===== config.mk =====
export PLATFORM = sky130hd
export DESIGN_NAME = evt_irq_aggregator
export DESIGN_NICKNAME = d
export VERILOG_FILES = /design/src/rtl/evt_agg_pkg.sv /design/src/rtl/evt_status_bank.sv /design/src/rtl/evt_mask_bank.sv /design/src/rtl/evt_first_finder.sv /design/src/rtl/evt_irq_aggregator.sv
export SDC_FILE = /design/constraint.sdc
export NUM_CORES = 1
export LEC_CHECK = 0
export ABC_AREA = 1
export BUFFER_PORTS_ARGS = -buffer_cell sky130_fd_sc_hd__buf_4
export CELL_PAD_IN_SITES_DETAIL_PLACEMENT = 1
export CELL_PAD_IN_SITES_GLOBAL_PLACEMENT = 1
export CORE_MARGIN = 5
export CORE_UTILIZATION = 42
export CTS_CLUSTER_SIZE = 20
export DETAILED_ROUTE_END_ITERATION = 10
export MAX_ROUTING_LAYER = met4
export PLACE_DENSITY_LB_ADDON = 0.1
export RECOVER_POWER = 50
export SYNTH_ARGS = -nofsm -noshare
export SYNTH_HDL_FRONTEND = slang
export SYNTH_HIERARCHICAL = 1
export SYNTH_SLANG_ARGS = --single-unit

===== constraint.sdc =====
create_clock -name clk -period 7.15 [get_ports clk]
set_input_delay 1.0725 -clock clk [delete_from_list [all_inputs] [get_ports clk]]
set_output_delay 1.0725 -clock clk [all_outputs]
set_load 0.01 [all_outputs]

===== src/rtl/evt_agg_pkg.sv =====
package evt_agg_pkg;

    localparam int WORD_W     = 32;
    localparam int NUM_WORDS  = 3;
    localparam int NUM_LEVELS = 3;
    localparam int NUM_EVENTS = NUM_WORDS * WORD_W;
    localparam int ADDR_W     = 8;
    localparam int IDX_W      = $clog2(NUM_EVENTS);
    localparam int LVL_W      = (NUM_LEVELS > 1) ? $clog2(NUM_LEVELS) : 1;
    localparam int WSEL_W     = 2;   // address bits [3:2] pick the word in a group

    typedef enum logic [1:0] {
        KIND_NONE   = 2'd0,
        KIND_STATUS = 2'd1,
        KIND_MASK   = 2'd2,
        KIND_FIRST  = 2'd3
    } reg_kind_e;

    typedef struct packed {
        reg_kind_e         kind;
        logic [LVL_W-1:0]  level;
        logic [WSEL_W-1:0] word;
    } reg_dec_t;

    typedef struct packed {
        logic             valid;
        logic [IDX_W-1:0] index;
    } first_hit_t;

    // Group 0: status, groups 1..nl: mask banks, group nl+1: first-pending words.
    function automatic reg_dec_t decode_addr(input logic [ADDR_W-1:0] a,
                                             input int nw, input int nl);
        reg_dec_t d;
        int       grp;
        int       wrd;
        grp     = int'(a[ADDR_W-1:4]);
        wrd     = int'(a[3:2]);
        d.kind  = KIND_NONE;
        d.level = '0;
        d.word  = a[3:2];
        if (a[1:0] == 2'b00) begin
            if (grp == 0 && wrd < nw) begin
                d.kind = KIND_STATUS;
            end else if (grp >= 1 && grp <= nl && wrd < nw) begin
                d.kind  = KIND_MASK;
                d.level = LVL_W'(grp - 1);
            end else if (grp == nl + 1 && wrd < nl) begin
                d.kind  = KIND_FIRST;
                d.level = LVL_W'(wrd);
            end
        end
        return d;
    endfunction

endpackage


===== src/rtl/evt_status_bank.sv =====
module evt_status_bank
    import evt_agg_pkg::*;
#(
    parameter int NW = NUM_WORDS,
    parameter int WW = WORD_W
) (
    input  logic                   clk,
    input  logic                   rst,
    input  logic [NW-1:0][WW-1:0]  evt_i,
    input  logic [NW-1:0]          clr_sel_i,
    input  logic [WW-1:0]          clr_data_i,
    output logic [NW-1:0][WW-1:0]  status_o
);

    logic [NW-1:0][WW-1:0] status_q;

    for (genvar w = 0; w < NW; w++) begin : g_word
        logic [WW-1:0] clr_bits;
        assign clr_bits = {WW{clr_sel_i[w]}} & clr_data_i;

        always_ff @(posedge clk) begin
            if (rst) begin
                status_q[w] <= '0;
            end else begin
                status_q[w] <= (status_q[w] & ~clr_bits) | evt_i[w];
            end
        end

        // every pulsed bit is set after the edge
        a_r1_pulse_sets: assert property (@(posedge clk) disable iff (rst)
            1'b1 |=> ((status_q[w] & $past(evt_i[w])) == $past(evt_i[w])));

        // a bit only falls where a clear was written
        a_r2_sticky: assert property (@(posedge clk) disable iff (rst)
            1'b1 |=> ((($past(status_q[w]) & ~status_q[w])
                       & ~$past({WW{clr_sel_i[w]}} & clr_data_i)) == '0));

        // bits written as one without a new event are gone
        a_r3_w1c_clears: assert property (@(posedge clk) disable iff (rst)
            clr_sel_i[w] |=> ((status_q[w] & $past(clr_data_i & ~evt_i[w])) == '0));

        // event beats a same-cycle clear
        a_r4_event_wins: assert property (@(posedge clk) disable iff (rst)
            (clr_sel_i[w] && ((evt_i[w] & clr_data_i) != '0))
            |=> ((status_q[w] & $past(evt_i[w] & clr_data_i)) == $past(evt_i[w] & clr_data_i)));
    end

    assign status_o = status_q;

endmodule


===== src/rtl/evt_mask_bank.sv =====
module evt_mask_bank
    import evt_agg_pkg::*;
#(
    parameter int NW = NUM_WORDS,
    parameter int WW = WORD_W
) (
    input  logic                   clk,
    input  logic                   rst,
    input  logic [NW-1:0]          wr_sel_i,
    input  logic [WW-1:0]          wr_data_i,
    input  logic [NW-1:0][WW-1:0]  status_i,
    output logic [NW-1:0][WW-1:0]  mask_o,
    output logic [NW*WW-1:0]       hit_o,
    output logic                   irq_o
);

    logic [NW-1:0][WW-1:0] mask_q;
    logic                  irq_q;

    for (genvar w = 0; w < NW; w++) begin : g_word
        always_ff @(posedge clk) begin
            if (rst) begin
                mask_q[w] <= '0;
            end else if (wr_sel_i[w]) begin
                mask_q[w] <= wr_data_i;
            end
        end

        assign hit_o[w*WW +: WW] = status_i[w] & mask_q[w];

        // a selected write lands in full
        a_r5_mask_store: assert property (@(posedge clk) disable iff (rst)
            wr_sel_i[w] |=> (mask_q[w] == $past(wr_data_i)));

        // an unselected word holds
        a_r5_mask_hold: assert property (@(posedge clk) disable iff (rst)
            !wr_sel_i[w] |=> $stable(mask_q[w]));
    end

    always_ff @(posedge clk) begin
        if (rst) begin
            irq_q <= 1'b0;
        end else begin
            irq_q <= |hit_o;
        end
    end

    assign mask_o = mask_q;
    assign irq_o  = irq_q;

endmodule


===== src/rtl/evt_first_finder.sv =====
module evt_first_finder
    import evt_agg_pkg::*;
#(
    parameter int NE = NUM_EVENTS,
    parameter int IW = IDX_W
) (
    input  logic [NE-1:0] hit_i,
    output logic          valid_o,
    output logic [IW-1:0] index_o
);

    // Scan from the top down so the last match kept is the lowest index.
    always_comb begin
        valid_o = 1'b0;
        index_o = '0;
        for (int i = NE - 1; i >= 0; i--) begin
            if (hit_i[i]) begin
                valid_o = 1'b1;
                index_o = IW'(i);
            end
        end
    end

endmodule


===== src/rtl/evt_irq_aggregator.sv =====
module evt_irq_aggregator
    import evt_agg_pkg::*;
#(
    parameter int NW = NUM_WORDS,
    parameter int WW = WORD_W,
    parameter int NL = NUM_LEVELS,
    parameter int AW = ADDR_W
) (
    input  logic             clk,
    input  logic             rst,
    input  logic [NW*WW-1:0] evt_pulse,
    input  logic [AW-1:0]    bus_addr,
    input  logic             bus_we,
    input  logic [WW-1:0]    bus_wdata,
    output logic [WW-1:0]    bus_rdata,
    output logic [NL-1:0]    irq_req
);

    localparam int NE = NW * WW;
    localparam int IW = $clog2(NE);

    reg_dec_t                      dec;
    logic [NW-1:0]                 clr_sel;
    logic [NW-1:0][WW-1:0]         status_w;
    logic [NL-1:0][NW-1:0][WW-1:0] mask_w;
    logic [NL-1:0][NE-1:0]         hit_w;
    first_hit_t [NL-1:0]           first_w;

    assign dec = decode_addr(bus_addr, NW, NL);

    for (genvar w = 0; w < NW; w++) begin : g_clr
        assign clr_sel[w] = bus_we && (dec.kind == KIND_STATUS) && (int'(dec.word) == w);
    end

    evt_status_bank #(.NW(NW), .WW(WW)) u_status (
        .clk        (clk),
        .rst        (rst),
        .evt_i      (evt_pulse),
        .clr_sel_i  (clr_sel),
        .clr_data_i (bus_wdata),
        .status_o   (status_w)
    );

    for (genvar g = 0; g < NL; g++) begin : g_level
        logic [NW-1:0] mask_sel;
        logic          f_valid;
        logic [IW-1:0] f_index;

        for (genvar w = 0; w < NW; w++) begin : g_sel
            assign mask_sel[w] = bus_we && (dec.kind == KIND_MASK)
                               && (int'(dec.level) == g) && (int'(dec.word) == w);
        end

        evt_mask_bank #(.NW(NW), .WW(WW)) u_mask (
            .clk       (clk),
            .rst       (rst),
            .wr_sel_i  (mask_sel),
            .wr_data_i (bus_wdata),
            .status_i  (status_w),
            .mask_o    (mask_w[g]),
            .hit_o     (hit_w[g]),
            .irq_o     (irq_req[g])
        );

        evt_first_finder #(.NE(NE), .IW(IW)) u_first (
            .hit_i   (hit_w[g]),
            .valid_o (f_valid),
            .index_o (f_index)
        );

        assign first_w[g].valid = f_valid;
        assign first_w[g].index = IDX_W'(f_index);

        // qualifying pending state raises the request next cycle
        a_r6_irq_rise: assert property (@(posedge clk) disable iff (rst)
            ((status_w & mask_w[g]) != '0) |=> irq_req[g]);

        // without a qualifying bit the request is low next cycle
        a_r7_irq_quiet: assert property (@(posedge clk) disable iff (rst)
            ((status_w & mask_w[g]) == '0) |=> !irq_req[g]);

        // reported index is pending and enabled, with nothing lower
        a_r8_first_hit: assert property (@(posedge clk) disable iff (rst)
            first_w[g].valid |-> (hit_w[g][first_w[g].index]
                && ((hit_w[g] & ~({NE{1'b1}} << first_w[g].index)) == '0)));

        // no valid flag means nothing pending and enabled
        a_r8_first_none: assert property (@(posedge clk) disable iff (rst)
            !first_w[g].valid |-> (hit_w[g] == '0));
    end

    always_comb begin
        bus_rdata = '0;
        unique case (dec.kind)
            KIND_STATUS: bus_rdata = status_w[dec.word];
            KIND_MASK:   bus_rdata = mask_w[dec.level][dec.word];
            KIND_FIRST:  bus_rdata = {first_w[dec.level].valid,
                                      {(WW - 1 - IDX_W){1'b0}},
                                      first_w[dec.level].index};
            default:     bus_rdata = '0;
        endcase
    end

    // unmapped offsets read zero
    a_r9_unmapped_zero: assert property (@(posedge clk) disable iff (rst)
        (dec.kind == KIND_NONE) |-> (bus_rdata == '0));

endmodule


==> flow_metrics.env, run 1 <==
export IMPL_finalWorstSetupSlack_ns=-0.649
export IMPL_critPathKind="flip-flop to output pin"
export IMPL_drt_pass1_iter_count=5
export IMPL_clk_latency_ns=0.61
export IMPL_hold_viol=0
export IMPL_htreeDepth=2
export IMPL_cp_data_arrival_time_ns=6.73
export IMPL_cts_clk_slew_worst_paths_ns=0.06
export IMPL_fmax_mhz=128
export IMPL_seq_power_share_pct=43.8
export IMPL_cp_start_kind="flip-flop"
export IMPL_slowest_stage="dfxtp_4"
export IMPL_final_cells=5469
export IMPL_total_power_uw=5200
export IMPL_n_fill_cell=8657
export IMPL_synth_top_flop_cell="dfxtp_1"
export IMPL_core_area_um2=60000
export IMPL_p_int_uw=3790
export IMPL_regArea_um2=7760
export IMPL_tns_ns=-1.32
export IMPL_ctsHoldBuffers=0
export IMPL_failed_checks="max-capacitance violations, max-slew violations, negative setup slack"
export IMPL_ant_nets=0
export IMPL_avgSynthCellArea_um2=5.54
export IMPL_grt_max_degree=141
export IMPL_netlist_area_um2=25300
export IMPL_power_share_combinational_pct=7.7
export IMPL_drtIter0Drc=2452
export IMPL_period_share_pct=109
export IMPL_gp_congestion=0.986
export IMPL_synth_seq_cells=387
export IMPL_overflow=0
export IMPL_max_cap_violations=8
export IMPL_drc=0
export IMPL_nets=4792
export IMPL_final_common_cell="nand2_1"
export IMPL_top_layer_used="met4"
export IMPL_synthArstFlopShare_pct=0
export IMPL_syn_inst=4569
export IMPL_dp_slack_ns=-0.0688
export IMPL_root_buffer="clkbuf_16"
export IMPL_ir_drop_v=0.000160
export IMPL_area_growth_pct=12.3
export IMPL_clock_sinks=387
export IMPL_numCtsBuffers=48
export IMPL_cts_tree="built"
export IMPL_pwr_share_clk_pct=48.6
export IMPL_final_cell_mix="nand2_1, inv_1, a21oi_1"
export IMPL_drv_slew=530
export IMPL_p_leak_uw=0.0153
export IMPL_dp_hpwl_um=89300
export IMPL_start_util_pct=42.2
export IMPL_clockBufferDepth=3
export IMPL_routed_via_density=5.37
export IMPL_antenna_found_initial=1
export IMPL_rows=90
export IMPL_end_kind="output pin"
export IMPL_p_sw_uw=1410
export IMPL_vias=29400
export IMPL_power_density_nw_per_um2=183
export IMPL_path_max_fanout=3
export IMPL_avgRoutedWirePerCell_um=22.0
export IMPL_status="finished, violations left"
export IMPL_cpMostUsedCell="nand2_1"
export IMPL_yosysWarnings=6
export IMPL_grt_pass1_wl_um=179000
export IMPL_wl_met2_um=53400
export IMPL_synth_nets=4710
export IMPL_grt_util_all_layers_pct=36.2
export IMPL_grt_setup_unrepaired="true"
export IMPL_synth_edf_count=0
export IMPL_max_stage_delay_ns=0.36
export IMPL_period_minus_slack_ns=7.80
export IMPL_synth_cell_types=38
export IMPL_ios=174
export IMPL_synth_yosys_seq_area_share_pct=30.6
export IMPL_placed_cells=5381
export IMPL_rrSetupSlack_ns=5.10
export IMPL_die_h_um=256
export IMPL_cp_required_ns=6.08
export IMPL_swShare_pct=27.1
export IMPL_utilization_pct=47.4
export IMPL_min_path_type="flip-flop to flip-flop"
export IMPL_setup_viol=9
export IMPL_worst_pin_slew_ns=4.30
export IMPL_dieArea_um2=65300
export IMPL_grt_pass1_vias=28700
export IMPL_multi_input_area_um2=13700
export IMPL_skew_ns=0.0200
export IMPL_io_buffers=173
export IMPL_drive_gt1_share_pct=8.79
export IMPL_wl_met3_um=8150
export IMPL_drt_wl_total_um=120000
export IMPL_wl_met1_um=51600
export IMPL_fp_dieW_um=256
export IMPL_max_slew_margin_pct=-187
-- repair_timing --
item / in CTS / in global routing
gates cloned: 0 / 0
gates resized for setup: 10 / 17
endpoints found under the setup margin: 1 / 1
buffers inserted: 1 / 1
pin swaps: 0 / 15
-- worst max-delay path, delay by kind of cell, from the launching register on --
family	cells	cell delay [ns]
DFF	1	0.36
and+or+nand+nor	97	5.22
AOI/OAI and AO/OA	2	0.19
buffers and inverters	4	0.35
-- power groups by stage --
stage	clock [uW]	sequential, uW	combinational (uW)
global route	2640	2280	422
global placement	0	2320	391
floorplan	0	2280	190
CTS	2550	2270	398
detailed placement	0	2320	396
finish	2520	2280	398
-- flip-flops by register name, indices dropped and copies added, names as in the netlist --
register	flops
u_status/status_o	96
g_level.u_mask/irq_o	3
g_level.u_mask/mask_o	288
-- synthesized netlist by cell type (37+ instances only) --
| cell | count | area share, % |
|---|---|---|
| clkbuf_1 | 37 | 0.55 |
| a21oi_1 | 361 | 7.1 |
| inv_1 | 667 | 9.9 |
| o21ai_1 | 49 | 0.97 |
| inv_2 | 69 | 1.0 |
| nand2_1 | 2091 | 31 |
| nor3_1 | 44 | 0.87 |
| buf_4 | 37 | 1.1 |
| buf_2 | 92 | 1.8 |
| nor2_1 | 381 | 5.6 |
| nand3_1 | 101 | 2.0 |
| dfxtp_1 | 387 | 31 |
| o21ai_0 | 45 | 0.89 |
| a21oi_2 | 43 | 1.5 |
-- final timing paths --
check / cells past startpoint / end / startpoint
worst max-delay path: 103 / bus_rdata[0] / u_status/status_o[94]
worst min-delay path: 2 / g_level[0].u_mask/mask_o[55] / g_level[0].u_mask/mask_o[55]
worst max register to register: 8 / g_level[0].u_mask/irq_o / u_status/status_o[62]
worst min register to register: 2 / g_level[0].u_mask/mask_o[55] / g_level[0].u_mask/mask_o[55]
-- logic make-up (layout without fill, tap and decap cells) --
| logic type | after synthesis | count (layout) | share of synthesized area [%] |
|---|---|---|---|
| other | 0 | 1 | 0 |
| AND/OR/NAND/NOR | 2668 | 2668 | 40.9 |
| buffers and inverters | 924 | 1041 | 15.3 |
| flip-flops | 387 | 387 | 30.6 |
| AO/OA/AOI/OAI | 588 | 588 | 13.1 |
| adder cells (fa/ha/maj) | 2 | 2 | 0.0988 |
-- metal layers --
metal | up-vias | global-route usage [%]
met5 | - | -
met4 | 0 | 17.0
met3 | 295 | 4.75
met2 | 1125 | 56.6
met1 | 14000 | 46.9
li1 | 14000 | -
-- through the flow --
step | area (um2) | hold slack [ns]
after CTS | 28600 | 0.478
after floorplan | 25300 | 0.446
final | 28400 | 0.478
after global placement | 27000 | 0.463
after global routing | 28400 | 0.489
after detailed placement | 27000 | 0.469
-- area by class of cell --
type / count / share of cell area [%]
tap: 782 / 3.44
clock inverter: 17 / 0.660
inverter: 741 / 9.94
sequential: 387 / 27.3
timing repair buffer: 215 / 5.68
antenna: 1 / 0.00880
multi-input combinational: 3258 / 48.1
clock buffer: 68 / 4.91
Power figures use the tool's default switching activity.
==> run 2: changes to the inputs <==
==> constraint.sdc (replaced) <==
create_clock -name clk -period 7.15 [get_ports clk]
set_input_delay 1.0725 -clock clk [delete_from_list [all_inputs] [get_ports clk]]
set_output_delay 1.0725 -clock clk [all_outputs]
set_load 0.005 [all_outputs]
==> run 2 against run 1 <==
Against the previous run: the flow still finishes with violations (max-capacitance violations, max-slew violations, negative setup slack); power about the same; utilization hardly changed; highest routed layer unchanged; sequential share of layout area barely moved; global-route usage increased by 0.24 points; critical path type unchanged; final area about the same; cell count is essentially flat.
==> flow_metrics.env, run 2 (synthesized netlist as in run 1, its figures left out) <==
export IMPL_skew_ns=0.0203
export IMPL_drc=0
export IMPL_cts_tree="built"
export IMPL_ctsHoldBuffers=0
export IMPL_clk_latency_ns=0.60
export IMPL_area_growth_pct=12.3
export IMPL_grt_pass1_vias=29000
export IMPL_ir_drop_v=0.000164
export IMPL_cp_required_ns=6.08
export IMPL_ios=174
export IMPL_status="finished, violations left"
export IMPL_dp_hpwl_um=89800
export IMPL_cp_data_arrival_time_ns=6.67
export IMPL_root_buffer="clkbuf_16"
export IMPL_hold_ws_ns=0.475
export IMPL_slowest_stage="dfxtp_4"
export IMPL_dieArea_um2=65300
export IMPL_fp_dieW_um=256
export IMPL_path_max_fanout=5
export IMPL_routed_via_density=5.42
export IMPL_utilization_pct=47.4
export IMPL_start_util_pct=42.2
export IMPL_grt_max_degree=112
export IMPL_cpMostUsedCell="nand2_1"
export IMPL_final_common_cell="nand2_1"
export IMPL_max_stage_delay_ns=0.36
export IMPL_antenna_found_initial=0
export IMPL_numCtsBuffers=47
export IMPL_drtIter0Drc=2652
export IMPL_io_buffers=173
export IMPL_p_leak_uw=0.0153
export IMPL_worstHoldStart="g_level[2].u_mask/mask_o[94]"
export IMPL_worstSetupStartpoint="u_status/status_o[95]"
export IMPL_final_cell_mix="nand2_1, inv_1, dfxtp_1"
export IMPL_worst_pin_slew_ns=2.35
export IMPL_rows=90
export IMPL_dp_slack_ns=-0.112
export IMPL_avgRoutedWirePerCell_um=22.1
export IMPL_fmax_mhz=129
export IMPL_clock_sinks=387
export IMPL_max_slew_margin_pct=-56.4
export IMPL_min_path_type="flip-flop to flip-flop"
export IMPL_failed_checks="max-capacitance violations, max-slew violations, negative setup slack"
export IMPL_period_minus_slack_ns=7.74
export IMPL_clockBufferDepth=3
export IMPL_die_h_um=256
export IMPL_finalWorstSetupSlack_ns=-0.591
export IMPL_drive_gt1_share_pct=8.94
export IMPL_drv_slew=291
export IMPL_htreeDepth=2
export IMPL_core_area_um2=60000
export IMPL_period_share_pct=108
export IMPL_largest_reg_flops=288
export IMPL_max_cap_violations=11
export IMPL_nets=4791
export IMPL_r2r_start="u_status/status_o[62]"
export IMPL_overflow=0
export IMPL_n_fill_cell=8715
export IMPL_critPathKind="flip-flop to output pin"
export IMPL_end_kind="output pin"
export IMPL_cp_start_kind="flip-flop"
export IMPL_cts_clk_slew_worst_paths_ns=0.06
export IMPL_drt_pass1_iter_count=6
export IMPL_gp_congestion=0.995
export IMPL_ant_nets=0
export IMPL_setup_viol=1
export IMPL_grt_util_all_layers_pct=36.5
export IMPL_grt_setup_unrepaired="true"
export IMPL_power_density_nw_per_um2=183
export IMPL_drt_wl_total_um=121000
export IMPL_grt_pass1_wl_um=180000
export IMPL_hold_viol=0
export IMPL_vias=29600
run 2: cell count changes in the layout (fill, tap and decap cells not counted), moves of 4 or more:
cell | before | now
dfxtp_2 | 1 | 7
dfxtp_1 | 382 | 378
a21oi_2 | 17 | 29
a21oi_1 | 387 | 375
nor2_2 | 9 | 5
nor2_1 | 370 | 377
run 2: worst paths after layout:
kind                                        to  slack, ns  depth (start not counted)
setup / recovery                  bus_rdata[0]      -0.59                        101
hold / removal    g_level[2].u_mask/mask_o[94]       0.48                          2
setup reg to reg       g_level[0].u_mask/irq_o       5.24                          8
hold reg to reg   g_level[2].u_mask/mask_o[94]       0.48                          2
run 2: repair_timing:
item                                    4_1_cts  5_1_grt
resized for setup                            13       11
buffers inserted                              1        0
endpoints found under the setup margin        1        1
cloned                                        0        0
pin swaps                                     5        7
run 2: layout make-up:
type                       count  area (um2)  area share [%]
clock inverter                16         200           0.704
multi-input combinational   3258       13700            48.1
timing repair buffer         215        1620            5.69
clock buffer                  68        1390            4.87
tap                          782         978            3.44
sequential                   387        7760            27.3
inverter                     741        2830            9.94
antenna                        1        2.50         0.00880
run 2: worst max-delay path: cells and delay by family (launching register included):
| family | cells | cell delay (ns) |
|---|---|---|
| compound gates | 2 | 0.18 |
| simple gates | 97 | 5.29 |
| buf+inv | 2 | 0.22 |
| flops | 1 | 0.36 |
run 2: per-layer routing:
metal	up-vias	wire length [um]	global-route usage [%]
met2	1274	53800	57.3
li1	13900	-	-
met4	0	7420	17.6
met1	14100	51300	46.7
met3	334	8470	4.99
met5	-	0	-
run 2: report_power, final:
part	total, uW	switching (uW)	internal [uW]	leakage, uW
Combinational	395	273	122	0.0113
Clock	2530	1040	1490	0.000781
Sequential	2280	78.4	2200	0.00315
run 2: metrics by stage:
stage / power (uW) / setup TNS (ns) / std cells / instance area, um2
floorplan: 2470 / 0 / 4569 / 25300
global placement: 2710 / 0 / 5382 / 26900
detailed placement: 2710 / -0.112 / 5382 / 26900
CTS: 5210 / -0.570 / 5467 / 28600
global route: 5330 / -1.46 / 5467 / 28400
finish: 5200 / -0.591 / 5468 / 28400
